$ cat config.mk
export PLATFORM = sky130hd
export DESIGN_NAME = wnd_state_ctrl
export DESIGN_NICKNAME = d
export VERILOG_FILES = /design/src/rtl/wnd_pkg.sv /design/src/rtl/wnd_trap_sel.sv /design/src/rtl/wnd_step.sv /design/src/rtl/wnd_state_ctrl.sv
export SDC_FILE = /design/constraint.sdc
export NUM_CORES = 1
export LEC_CHECK = 0
export BUFFER_PORTS_ARGS = -buffer_cell sky130_fd_sc_hd__buf_2
export CAP_MARGIN = 20
export CORE_UTILIZATION = 40
export DETAILED_ROUTE_END_ITERATION = 10
export HOLD_SLACK_MARGIN = 0.1
export PLACE_DENSITY = 0.81
export SYNTH_ARGS = -nofsm -noshare
export SYNTH_HDL_FRONTEND = slang
export SYNTH_SLANG_ARGS = --single-unit
export TNS_END_PERCENT = 1
$ cat constraint.sdc
create_clock -name clk -period 2 [get_ports clk]
set_clock_uncertainty 0.05 [all_clocks]
set_input_delay 0.2 -clock clk [delete_from_list [all_inputs] [get_ports clk]]
set_output_delay 0.2 -clock clk [all_outputs]
set_load 0.01 [all_outputs]
$ cat src/rtl/wnd_pkg.sv
// Package: shared command and trap encodings for the window state controller.
// Assumes a 3-bit command bus and a 3-bit trap type code.
package wnd_pkg;
    typedef enum logic [2:0] {
        CMD_IDLE     = 3'd0,
        CMD_SAVE     = 3'd1,
        CMD_RESTORE  = 3'd2,
        CMD_SAVED    = 3'd3,
        CMD_RESTORED = 3'd4,
        CMD_FLUSH    = 3'd5
    } wnd_cmd_e;

    typedef enum logic [2:0] {
        TRAP_SPILL_NORM = 3'd0,
        TRAP_SPILL_OTH  = 3'd1,
        TRAP_FILL_NORM  = 3'd2,
        TRAP_FILL_OTH   = 3'd3,
        TRAP_CLEAN      = 3'd4
    } wnd_trap_e;
endpackage

$ cat src/rtl/wnd_trap_sel.sv
// Module: wnd_trap_sel
// Picks the spill or fill trap type and its vector offset. A nonzero
// foreign-window count selects the "other" variant and the upper wstate
// field. Otherwise the normal variant and the lower field are used.
// Assumes offsets are the chosen 3-bit field scaled by 4.
module wnd_trap_sel
    import wnd_pkg::*;
(
    input  logic      is_fill,
    input  logic      other_nz,
    input  logic [5:0] wstate,
    output wnd_trap_e kind,
    output logic [4:0] offset
);
    // Kind and offset selection from direction and foreign-window presence.
    always_comb begin
        if (other_nz) begin
            kind   = is_fill ? TRAP_FILL_OTH : TRAP_SPILL_OTH;
            offset = {wstate[5:3], 2'b00};
        end else begin
            kind   = is_fill ? TRAP_FILL_NORM : TRAP_SPILL_NORM;
            offset = {wstate[2:0], 2'b00};
        end
    end
endmodule

$ cat src/rtl/wnd_step.sv
// Module: wnd_step
// Combinational next-state logic for one command. It produces the
// successor register values, or a trap request that leaves them unchanged.
// Assumes that counter values stay within 0..NWIN-1.
module wnd_step
    import wnd_pkg::*;
#(
    parameter int NWIN = 8,
    localparam int CW = (NWIN > 1) ? $clog2(NWIN) : 1
)(
    input  logic [2:0]    cmd,
    input  logic [5:0]    wstate,
    input  logic [CW-1:0] cur_cwp,
    input  logic [CW-1:0] cur_cs,
    input  logic [CW-1:0] cur_cr,
    input  logic [CW-1:0] cur_ow,
    input  logic [CW-1:0] cur_cw,
    output logic [CW-1:0] nxt_cwp,
    output logic [CW-1:0] nxt_cs,
    output logic [CW-1:0] nxt_cr,
    output logic [CW-1:0] nxt_ow,
    output logic [CW-1:0] nxt_cw,
    output logic          trap_req,
    output wnd_trap_e     trap_kind,
    output logic [4:0]    trap_off
);
    localparam logic [CW-1:0] LAST  = CW'(NWIN - 1);
    localparam logic [CW-1:0] FULLS = CW'(NWIN - 2);
    localparam logic [CW-1:0] ONE   = CW'(1);

    wnd_cmd_e      op;
    logic          ow_nz;
    wnd_trap_e     sel_kind;
    logic [4:0]    sel_off;
    logic [CW-1:0] cwp_inc;
    logic [CW-1:0] cwp_dec;

    assign op    = wnd_cmd_e'(cmd);
    assign ow_nz = (cur_ow != '0);

    // Modulo-NWIN neighbours of the window pointer.
    always_comb begin
        cwp_inc = (cur_cwp == LAST) ? '0 : cur_cwp + ONE;
        cwp_dec = (cur_cwp == '0) ? LAST : cur_cwp - ONE;
    end

    wnd_trap_sel u_sel (
        .is_fill  (op == CMD_RESTORE),
        .other_nz (ow_nz),
        .wstate   (wstate),
        .kind     (sel_kind),
        .offset   (sel_off)
    );

    // Command decode: successor state, or a trap that freezes the state.
    always_comb begin
        nxt_cwp   = cur_cwp;
        nxt_cs    = cur_cs;
        nxt_cr    = cur_cr;
        nxt_ow    = cur_ow;
        nxt_cw    = cur_cw;
        trap_req  = 1'b0;
        trap_kind = TRAP_CLEAN;
        trap_off  = '0;
        case (op)
            CMD_SAVE: begin
                if (cur_cs == '0) begin
                    trap_req  = 1'b1;
                    trap_kind = sel_kind;
                    trap_off  = sel_off;
                end else if (cur_cw == cur_cr) begin
                    trap_req  = 1'b1;
                    trap_kind = TRAP_CLEAN;
                    trap_off  = '0;
                end else begin
                    nxt_cwp = cwp_inc;
                    nxt_cs  = cur_cs - ONE;
                    nxt_cr  = cur_cr + ONE;
                end
            end
            CMD_RESTORE: begin
                if (cur_cr == '0) begin
                    trap_req  = 1'b1;
                    trap_kind = sel_kind;
                    trap_off  = sel_off;
                end else begin
                    nxt_cwp = cwp_dec;
                    nxt_cs  = cur_cs + ONE;
                    nxt_cr  = cur_cr - ONE;
                end
            end
            CMD_SAVED: begin
                nxt_cs = cur_cs + ONE;
                if (ow_nz) nxt_ow = cur_ow - ONE;
                else       nxt_cr = cur_cr - ONE;
            end
            CMD_RESTORED: begin
                nxt_cr = cur_cr + ONE;
                if (ow_nz) nxt_ow = cur_ow - ONE;
                else       nxt_cs = cur_cs - ONE;
                if (cur_cw < LAST) nxt_cw = cur_cw + ONE;
            end
            CMD_FLUSH: begin
                if (cur_cs != FULLS) begin
                    trap_req  = 1'b1;
                    trap_kind = sel_kind;
                    trap_off  = sel_off;
                end
            end
            default: ;
        endcase
    end
endmodule

$ cat src/rtl/wnd_state_ctrl.sv
// Module: wnd_state_ctrl (top)
// Holds the window pointer and the four occupancy counters, and applies one
// command per cycle through wnd_step. A load port takes priority over any
// command. Trap reports are registered and appear one cycle after the
// command. Assumes NWIN >= 3.
module wnd_state_ctrl
    import wnd_pkg::*;
#(
    parameter int NWIN = 8,
    localparam int CW = (NWIN > 1) ? $clog2(NWIN) : 1
)(
    input  logic          clk,
    input  logic          rst_n,
    input  logic [2:0]    cmd,
    input  logic [5:0]    wstate,
    input  logic          ld_en,
    input  logic [CW-1:0] ld_cwp,
    input  logic [CW-1:0] ld_cansave,
    input  logic [CW-1:0] ld_canrestore,
    input  logic [CW-1:0] ld_otherwin,
    input  logic [CW-1:0] ld_cleanwin,
    output logic [CW-1:0] cwp,
    output logic [CW-1:0] cansave,
    output logic [CW-1:0] canrestore,
    output logic [CW-1:0] otherwin,
    output logic [CW-1:0] cleanwin,
    output logic          trap_valid,
    output logic [2:0]    trap_kind,
    output logic [4:0]    trap_offset
);
    logic [CW-1:0] n_cwp, n_cs, n_cr, n_ow, n_cw;
    logic          n_trap;
    wnd_trap_e     n_kind;
    logic [4:0]    n_off;

    wnd_step #(.NWIN(NWIN)) u_step (
        .cmd       (cmd),
        .wstate    (wstate),
        .cur_cwp   (cwp),
        .cur_cs    (cansave),
        .cur_cr    (canrestore),
        .cur_ow    (otherwin),
        .cur_cw    (cleanwin),
        .nxt_cwp   (n_cwp),
        .nxt_cs    (n_cs),
        .nxt_cr    (n_cr),
        .nxt_ow    (n_ow),
        .nxt_cw    (n_cw),
        .trap_req  (n_trap),
        .trap_kind (n_kind),
        .trap_off  (n_off)
    );

    // State and trap registers: reset, then load, then command result.
    always_ff @(posedge clk) begin
        if (!rst_n) begin
            cwp         <= '0;
            cansave     <= CW'(NWIN - 2);
            canrestore  <= '0;
            otherwin    <= '0;
            cleanwin    <= CW'(NWIN - 1);
            trap_valid  <= 1'b0;
            trap_kind   <= '0;
            trap_offset <= '0;
        end else if (ld_en) begin
            cwp         <= ld_cwp;
            cansave     <= ld_cansave;
            canrestore  <= ld_canrestore;
            otherwin    <= ld_otherwin;
            cleanwin    <= ld_cleanwin;
            trap_valid  <= 1'b0;
        end else begin
            cwp         <= n_cwp;
            cansave     <= n_cs;
            canrestore  <= n_cr;
            otherwin    <= n_ow;
            cleanwin    <= n_cw;
            trap_valid  <= n_trap;
            if (n_trap) begin
                trap_kind   <= n_kind;
                trap_offset <= n_off;
            end
        end
    end
endmodule

==> summary.md, run 1 <==
| Metric | Value |
|---|---|
| Worst EP arrival | 2030 ps |
| DR pass1 iterations | 4 |
| EDFF count, synth | 0 |
| Metal2 WL | 1.60 mm |
| CP endpoint kind | register |
| DRC | 0 |
| RSZ-0062 raised after global routing | no |
| Post-route setup TNS | 0 ps |
| Final period util | 0.948 |
| Final instance area | 1870 sq um |
| DP Area | 1800 sq um |
| F_max | 528 MHz |
| Asr flop ratio synth | 0 |
| Comb pwr share | 0.280 |
| Crit path launch type | register |
| Yosys cell types | 47 |
| Antenna-violating nets left | 0 |
| Top cells by area, synth | dfxtp_1 (30%), ha_1 (7.6%), nand2_1 (4.8%) |
| Final HPWL DP | 2.67 mm |
| Post-synthesis sequential area ratio | 0.296 |
| Register bit total from synthesis | 22 |
| Critical Path RT | 2140 ps |
| Die Span Y | 63.0 um |
| Share of layout cells above drive strength 1 | 0.297 |
| 1st-iter DRT viols | 62 |
| DR WL/cell | 12.5 um |
| Post-Synthesis Mean Instance Area | 8.26 sq um |
| H-tree depth | 1 |
| Area leader, netlist | dfxtp_1 |
| Core area | 3440 sq um |
| Die Wd | 63.0 um |
| Internal Dissipation | 0.796 mW |
| GPL Wtd Cong | 0.874 |
| Die ar. | 3970 sq um |
| Total GRT Usage | 0.186 |
| Initial core utilization | 0.432 |
| FP Rows | 21 |
| GRT overflow | 0 |
| Sw Share | 0.311 |
| CP Class | register to register |
| Maximum vdd ir drop | 0.511 mV |
| Cells after synthesis | 180 |
| Status | finished clean |
| I/O pin total | 51 |
| Maxcap violations | 0 |
| Final hold vios | 0 |
| Count of final max-slew check failures | 0 |
| # port buffers | 48 |
| Hold Path Class | primary input to register |
| WL met1 | 1.62 mm |
| Nets | 269 |
| Largest net degree at the start of global routing | 20 |
| First-pass GRT wire length | 5.84 mm |
| WL met3 | 209 um |
| Clock transition at the registers of the reported paths | 90 ps |
| Final WL | 3.48 mm |
| Syn-to-layout area delta | 25.9% |
| Pleak | 0.841 nW |
| Post-Syn Area | 1490 sq um |
| Synth Flop Type | dfxtp_1 |
| Most instantiated library cell after synthesis | dfxtp_1 |
| N_diodes | 0 |
| Highest Signal Layer | met4 |
| Synth Warn # | 0 |
| Setup Fix Bufs, Post-CTS | 0 |
| Clock sink total | 22 |
| CTS Root Cell | clkbuf_8 |
| Post-synth top area share | 0.296 |
| Commonest cells post-synth | dfxtp_1 (22), nand2_1 (19), o21ai_0 (11), inv_1 (10) |
| Antenna violations before repair | 0 |
| CP max FO | 6 |
| Vias in the first global route | 1332 |
| Vias | 1483 |
| CTS tree | built |
| Reg power frac | 0.436 |
| Psw | 0.360 mW |
| Clock Path Buffers | 2 |
| Clock share of power | 0.284 |
| Period minus WS final | 1900 ps |
| Via density | 5.33 |
| CTS Buf Count | 3 |
| # setup viols final | 0 |
| Clk_lat worst skew | 270 ps |
| Cell Pwr Density | 617 nW/um^2 |
[metal layers]
metal	global-route usage	vias up
met5	0	-
met4	0.0640	0
met3	0.0493	9
met2	0.301	45
met1	0.236	675
li1	-	754
[power by group through the flow]
stage	clock, mW	combinational [mW]	sequential, mW
after global placement	0	0.312	0.512
after detailed placement	0	0.320	0.513
final	0.329	0.323	0.504
after CTS	0.341	0.324	0.503
after floorplan	0	0.204	0.521
after global routing	0.351	0.364	0.510
[final cells by class]
type	count	area, sq um
Fill cell	335	1570
Clock buffer	4	55.1
Sequential cell	22	442
Multi-Input combinational cell	138	961
Inverter	10	37.5
Tap cell	46	57.6
Timing Repair Buffer	58	320
[stage by stage]
step	hold slack, ps	utilization	instances	setup slack [ps]	power, mW
final	114	0.544	278	105	1.16
after global routing	122	0.544	278	15.4	1.23
after CTS	107	0.544	278	96.3	1.17
after detailed placement	365	0.522	272	87.4	0.833
after global placement	362	0.522	272	145	0.825
after floorplan	275	-	181	116	0.725
[cell usage in the layout (no fill, tap or decap), types with 5 or more instances in the layout]
cell	instances
a211oi_1	5
a21oi_1	8
inv_1	10
o21ai_0	11
dfxtp_1	21
xnor2_1	8
mux2i_1	6
buf_4	8
buf_2	48
nand3_1	7
nor2_1	9
ha_1	9
nand2_1	19
[critical path, cell delays in order (launching register included)]
cell and delay [ps]:
dfxtp_1 370, or3_1 470, a221o_1 380, nand4_1 210, nor4_1 80, a311oi_1 240
[final timing paths]
kind | from | end | slack (ps) | cells after the start
min | ld_otherwin[1] | otherwin[1] | 110 | 3
max reg2reg | canrestore[0] | cansave[1] | 100 | 5
min reg2reg | trap_offset[2] | trap_offset[2] | 410 | 2
max | canrestore[0] | cansave[1] | 100 | 5
[registers in the layout, summed over array words and instances, names as in the netlist]
name,count
cansave,3
trap_valid,1
canrestore,3
cleanwin,3
cwp,3
otherwin,3
trap_offset,3
trap_kind,3
[logic make-up (layout without fill, tap and decap cells)]
| group | count (synthesis) | count (layout) | synth area share |
|---|---|---|---|
| xor gates and xnor gates | 11 | 11 | 0.0648 |
| other | 1 | 2 | 0.00252 |
| AOI/OAI and AO/OA | 46 | 46 | 0.214 |
| and+or+nand+nor | 61 | 61 | 0.223 |
| adders and majority gates | 9 | 9 | 0.0757 |
| muxes | 9 | 9 | 0.0631 |
| buffers and inverters | 21 | 72 | 0.0606 |
| DFF | 22 | 22 | 0.296 |
[timing repair]
| action | 4_1_cts | 5_1_grt |
|---|---|---|
| endpoints found under the hold margin | 2 | 0 |
| setup endpoints to repair | 0 | 2 |
| hold buffers | 2 | 0 |
| resized for setup | 0 | 1 |
Note: power is estimated with default switching activity, not from simulation.
==> run 2, diff against run 1 <==
--- a/config.mk
+++ b/config.mk
@@ -7,10 +7,12 @@
 export LEC_CHECK = 0
 export BUFFER_PORTS_ARGS = -buffer_cell sky130_fd_sc_hd__buf_2
 export CAP_MARGIN = 20
-export CORE_UTILIZATION = 40
+export CELL_PAD_IN_SITES_DETAIL_PLACEMENT = 0
+export CELL_PAD_IN_SITES_GLOBAL_PLACEMENT = 1
+export CORE_UTILIZATION = 32
 export DETAILED_ROUTE_END_ITERATION = 10
 export HOLD_SLACK_MARGIN = 0.1
-export PLACE_DENSITY = 0.81
+export PLACE_DENSITY = 0.87
 export SYNTH_ARGS = -nofsm -noshare
 export SYNTH_HDL_FRONTEND = slang
 export SYNTH_SLANG_ARGS = --single-unit
==> run 2 against run 1 <==
Hold slack better by 9.9 ps. Critical endpoint is now canrestore[2]. Sequential share of layout area decreased by 0.21 points. Critical path type unchanged. Largest cell class unchanged. Clock power hardly changed.
==> summary.md, run 2 (synthesized netlist as in run 1, its figures left out) <==
| Metric | Value |
|---|---|
| 1st-iter DRT viols | 48 (-23%) |
| Post-route setup TNS | 0 ps (unchanged) |
| Crit path largest cell delay | 470 ps (about the same) |
| CP endpoint kind | register |
| Die Span Y | 70.2 um (+11%) |
| Pleak | 0.842 nW (about the same) |
| GPL Wtd Cong | 0.797 (-8.8%) |
| # port buffers | 48 (unchanged) |
| Final period util | 0.927 (-0.0210) |
| Crit-path slowest cell | dfxtp_1 |
| Commonest non-fill, non-tap cell in the layout | buf_2 |
| H-tree depth | 1 (unchanged) |
| Period minus WS final | 1850 ps (-42.1 ps) |
| Share of layout cells above drive strength 1 | 0.297 (unchanged) |
| CP top delay family | compound AO/OA/AOI/OAI gates |
| DR pass1 iterations | 4 (unchanged) |
| Die Wd | 70.2 um (+11%) |
| Pwr Total | 1.16 mW (+0.35%) |
| CP Class | register to register |
| CTS Buf Count | 3 (unchanged) |
| Clk_lat worst skew | 270 ps (about the same) |
| Largest net degree at the start of global routing | 20 (unchanged) |
| N_diodes | 0 (unchanged) |
| Syn-to-layout area delta | 26.7% |
| Cell Pwr Density | 615 nW/um^2 (-0.25%) |
| Crit path launch type | register |
| DR WL/cell | 12.6 um (+0.87%) |
| Clock transition at the registers of the reported paths | 90 ps (about the same) |
| Final WL | 3.59 mm (+3.0%) |
| Core area | 4410 sq um (+28%) |
| Antenna violations before repair | 0 (unchanged) |
| CP max FO | 7 (+1) |
| Nets | 269 (unchanged) |
| RSZ-0062 raised after global routing | no |
| Share of the core filled with cells | 0.427 (-0.117) |
| # setup viols final | 0 (unchanged) |
| Commonest non-fill, non-tap cells in the layout | buf_2 (48), dfxtp_1 (22), nand2_1 (19), o21ai_0 (11), inv_1 (10) |
| Maximum vdd ir drop | 0.386 mV (-25%) |
| Total GRT Usage | 0.153 (-0.0331) |
| Vias in the first global route | 1343 (+0.83%) |
| Worst Path Buf+Inv | 0 (unchanged) |
| CTS Root Cell | clkbuf_8 |
| Clock Path Buffers | 2 (unchanged) |
| I/O pin total | 51 (unchanged) |
| Antenna-violating nets left | 0 (unchanged) |
| Via density | 5.14 (-3.6%) |
| Register area | 440 sq um (-0.28%) |
| Final HPWL DP | 2.75 mm (+2.9%) |
| F_max | 540 MHz (+2.3%) |
| Cells along the critical path | xnor2_1 > ha_1 > a2111oi_0 > a21oi_1 > or3_1 > a31oi_1 |
| First-pass GRT wire length | 6.13 mm (+5.0%) |
| DP Worst Slack | 119 ps (+32.0 ps) |
| Final hold vios | 0 (unchanged) |
| Clock sink total | 22 (unchanged) |
| Die ar. | 4930 sq um (+24%) |
| FP Rows | 24 (+14%) |
| Count of final max-slew check failures | 0 (unchanged) |
| Vias | 1460 (-1.6%) |
| Layout filler cell count | 440 (+31%) |
| Initial core utilization | 0.337 (-0.0952) |
| Hold Path Class | primary input to register |
| Worst EP arrival | 2010 ps (-20 ps) |
| CTS tree | built |
| Maxcap violations | 0 (unchanged) |
| Setup ws final | 147 ps (+42.1 ps) |
| Area of the multi-input gates | 966 sq um (+0.52%) |
| Status | finished clean |
| Min Hold Slack | 124 ps (+9.90 ps) |
| DRC | 0 (unchanged) |
| Critical Path RT | 2150 ps (about the same) |
| GRT overflow | 0 (unchanged) |
run 2: cell counts in the layout (fill, tap and decap cells not counted):
Identical to the previous run, type by type.
run 2: area by class of cell:
class | count | share of cell area
flip-flops and latches | 22 | 0.234
clock buffers | 4 | 0.0292
inverters | 10 | 0.0199
well taps | 52 | 0.0345
repair buffers | 58 | 0.170
multi-input cells | 138 | 0.513
run 2: routing by layer:
layer  wire (um)  up-vias  global-route usage
li1            -      754                   -
met1        1720      665               0.202
met2        1650       37               0.252
met3         200        4              0.0375
met4          24        0              0.0333
met5           0        -                   0
run 2: final timing paths:
kind / cells after the start / from / slack, ps / end
max: 6 / canrestore[1] / 150 / canrestore[2]
min: 3 / ld_otherwin[1] / 120 / otherwin[1]
max reg2reg: 6 / canrestore[1] / 150 / canrestore[2]
min reg2reg: 2 / trap_kind[0] / 400 / trap_kind[0]
run 2: repair_timing:
action	CTS	global route
resized for setup	0	1
endpoints found under the hold margin	2	0
setup buffers	0	0
setup endpoints to repair	0	2
hold buffers	2	0
run 2: stage by stage:
stage	cell area, sq um	instances
global route	1880	284
CTS	1880	284
detailed placement	1800	278
global placement	1800	278
finish	1880	284
floorplan	1490	181
run 2: where the power goes:
group	internal (mW)	switching [mW]
sequential	0.466	0.0352
combinational	0.156	0.172
clock	0.176	0.154
total	0.798	0.361
run 2: worst register-to-register path: cells and delay by family (launching register included):
family	cells	cell delay, ps
flops	1	470
simple gates	1	350
fa+ha+maj	1	200
compound gates	3	600
xor+xnor	1	120
==> run 3, diff against run 2 <==
--- a/config.mk
+++ b/config.mk
@@ -6,13 +6,13 @@
 export NUM_CORES = 1
 export LEC_CHECK = 0
 export BUFFER_PORTS_ARGS = -buffer_cell sky130_fd_sc_hd__buf_2
-export CAP_MARGIN = 20
 export CELL_PAD_IN_SITES_DETAIL_PLACEMENT = 0
 export CELL_PAD_IN_SITES_GLOBAL_PLACEMENT = 1
 export CORE_UTILIZATION = 32
 export DETAILED_ROUTE_END_ITERATION = 10
 export HOLD_SLACK_MARGIN = 0.1
 export PLACE_DENSITY = 0.87
+export SKIP_LAST_GASP = 1
 export SYNTH_ARGS = -nofsm -noshare
 export SYNTH_HDL_FRONTEND = slang
 export SYNTH_SLANG_ARGS = --single-unit
==> constraint.sdc (replaced) <==
create_clock -name clk -period 2 [get_ports clk]
set_clock_uncertainty 0.05 [all_clocks]
set_input_delay 0.4 -clock clk [delete_from_list [all_inputs] [get_ports clk]]
set_output_delay 0.4 -clock clk [all_outputs]
set_load 0.01 [all_outputs]
==> run 3 against run 2 <==
Cell count grew 1.1%. Fmax increased by 0.18%. Wire length increased by 4.7%. Register-to-register slack about the same. Die area unchanged. Combinational power grew 4%. Setup slack improved by 3.4 ps. First-iteration DRC count fell by 21%. Global-route usage is 0.30 points higher. Utilization is 0.77 points higher. Sequential share of layout area is 0.41 points lower. Largest cell class unchanged.
==> summary.md, run 3 (synthesized netlist as in run 1, its figures left out) <==
| Metric | Value |
|---|---|
| Cell Pwr Density | 613 nW/um^2 (-0.43%) |
| Period minus WS final | 1850 ps (-3.42 ps) |
| Largest net degree at the start of global routing | 20 (unchanged) |
| FP Rows | 24 (unchanged) |
| H-tree depth | 1 (unchanged) |
| Sw Share | 0.315 (+0.00376) |
| RSZ-0062 raised after global routing | no |
| Count of final max-slew check failures | 0 (unchanged) |
| Syn-to-layout area delta | 28.9% |
| Core area | 4410 sq um (unchanged) |
| DRC | 0 (unchanged) |
| Final period util | 0.925 (-0.00171) |
| DR pass1 iterations | 4 (unchanged) |
| Clock share of power | 0.284 (about the same) |
| Comb pwr share | 0.290 (+0.007) |
| GRT overflow | 0 (unchanged) |
| Maximum vdd ir drop | 0.425 mV (+10%) |
| Crit path launch type | register |
| Setup Fix Bufs, Post-CTS | 0 (unchanged) |
| Vias | 1490 (+2.1%) |
| Antenna-violating nets left | 0 (unchanged) |
| Hold Path Class | primary input to register |
| First-pass GRT wire length | 6.20 mm (+1.1%) |
| Critical Path RT | 2140 ps (about the same) |
| Final hold vios | 0 (unchanged) |
| Die ar. | 4930 sq um (unchanged) |
| Via density | 5.19 (+0.99%) |
| Pleak | 0.861 nW (+2.4%) |
| Psw | 0.371 mW (+2.6%) |
| CTS Buf Count | 3 (unchanged) |
| Vias in the first global route | 1361 (+1.3%) |
| Final WL | 3.76 mm (+4.7%) |
| 1st-iter DRT viols | 38 (-21%) |
| Commonest non-fill, non-tap cells in the layout | buf_2 (48), dfxtp_1 (22), nand2_1 (19), buf_4 (13), o21ai_0 (11) |
| Worst EP arrival | 1990 ps (-20 ps) |
| DR WL/cell | 13.1 um (+3.6%) |
| Nets | 272 (+1.1%) |
| Die Span Y | 70.2 um (unchanged) |
| CTS Root Cell | clkbuf_8 |
| # setup viols final | 0 (unchanged) |
| Clock transition at the registers of the reported paths | 90 ps (about the same) |
| Internal Dissipation | 0.805 mW (+0.81%) |
| F_max | 541 MHz (+0.18%) |
| GPL Wtd Cong | 0.837 (+5.1%) |
| I/O pin total | 51 (unchanged) |
| Antenna violations before repair | 0 (unchanged) |
| Status | finished clean |
| Final HPWL DP | 2.85 mm (+3.5%) |
| Share of the core filled with cells | 0.435 (+0.00765) |
| Initial core utilization | 0.337 (unchanged) |
| CP Class | register to register |
| Clk_lat worst skew | 270 ps (about the same) |
| Commonest non-fill, non-tap cell in the layout | buf_2 |
| Die Wd | 70.2 um (unchanged) |
| CP endpoint kind | register |
| N_diodes | 0 (unchanged) |
| Clock Path Buffers | 2 (unchanged) |
| Total GRT Usage | 0.156 (+0.00303) |
| Reg power frac | 0.426 (-0.007) |
| CTS tree | built |
| Share of layout cells above drive strength 1 | 0.328 (+0.0302) |
| Post-route setup TNS | 0 ps (unchanged) |
| Maxcap violations | 0 (unchanged) |
| CP max FO | 5 (-2) |
| # port buffers | 48 (unchanged) |
| Clock sink total | 22 (unchanged) |
==> run 3: changes by cell type in the layout (fill, tap and decap cells not counted), sizes merged <==
cell	before	now
buf	56	61
dlygate4sd3	2	0
==> run 3: power by group through the flow <==
| stage | combinational, mW | sequential (mW) | clock (mW) |
|---|---|---|---|
| after global routing | 0.383 | 0.507 | 0.362 |
| final | 0.341 | 0.501 | 0.333 |
| after floorplan | 0.208 | 0.522 | 0 |
| after global placement | 0.336 | 0.511 | 0 |
| after CTS | 0.342 | 0.501 | 0.344 |
| after detailed placement | 0.340 | 0.511 | 0 |
==> run 3: layout make-up <==
class	count	area [sq um]
tap	52	65.1
clock buffer	4	55.1
multi-input combinational	138	982
fill	454	2500
inverter	10	37.5
sequential	22	440
timing repair buffer	61	338
==> run 3: routing by layer <==
layer / wire length [um] / part of all wire / GRT usage / vias to the layer above
met2: 1760 / 0.47 / 0.262 / 34
met3: 158 / 0.042 / 0.0361 / 2
li1: - / - / - / 764
met4: 17 / 0.0045 / 0.0289 / 0
met1: 1820 / 0.48 / 0.205 / 690
met5: 0 / 0 / 0 / -
==> run 3: path summary, 6_finish.rpt <==
path	startpoint	endpoint	slack (ps)	cells after the start
worst max-delay path	canrestore[1]	cansave[1]	150	5
worst min-delay path	ld_cleanwin[2]	cleanwin[2]	290	3
worst max register to register	canrestore[1]	cansave[1]	150	5
worst min register to register	trap_kind[0]	trap_kind[0]	400	2
==> run 3: what timing repair did <==
action	in CTS	in global routing
setup endpoints to repair	0	1
gates resized for setup	0	1
hold buffers	0	0
==> run 3: critical path, cell delays in order (launching register included) <==
cell,delay [ps]
dfxtp_1,370
or3_4,420
a221o_1,370
nand4_1,240
nor4_1,90
a311oi_1,240
==> run 3: metrics by stage <==
stage	cells	power, mW	area [sq um]	hold WS [ps]	setup slack [ps]
finish	287	1.18	1920	289	150
CTS	287	1.19	1910	289	99.4
global placement	283	0.847	1860	391	36.2
floorplan	181	0.729	1510	426	13.7
global route	287	1.25	1920	323	12.8
detailed placement	283	0.851	1860	394	2.15
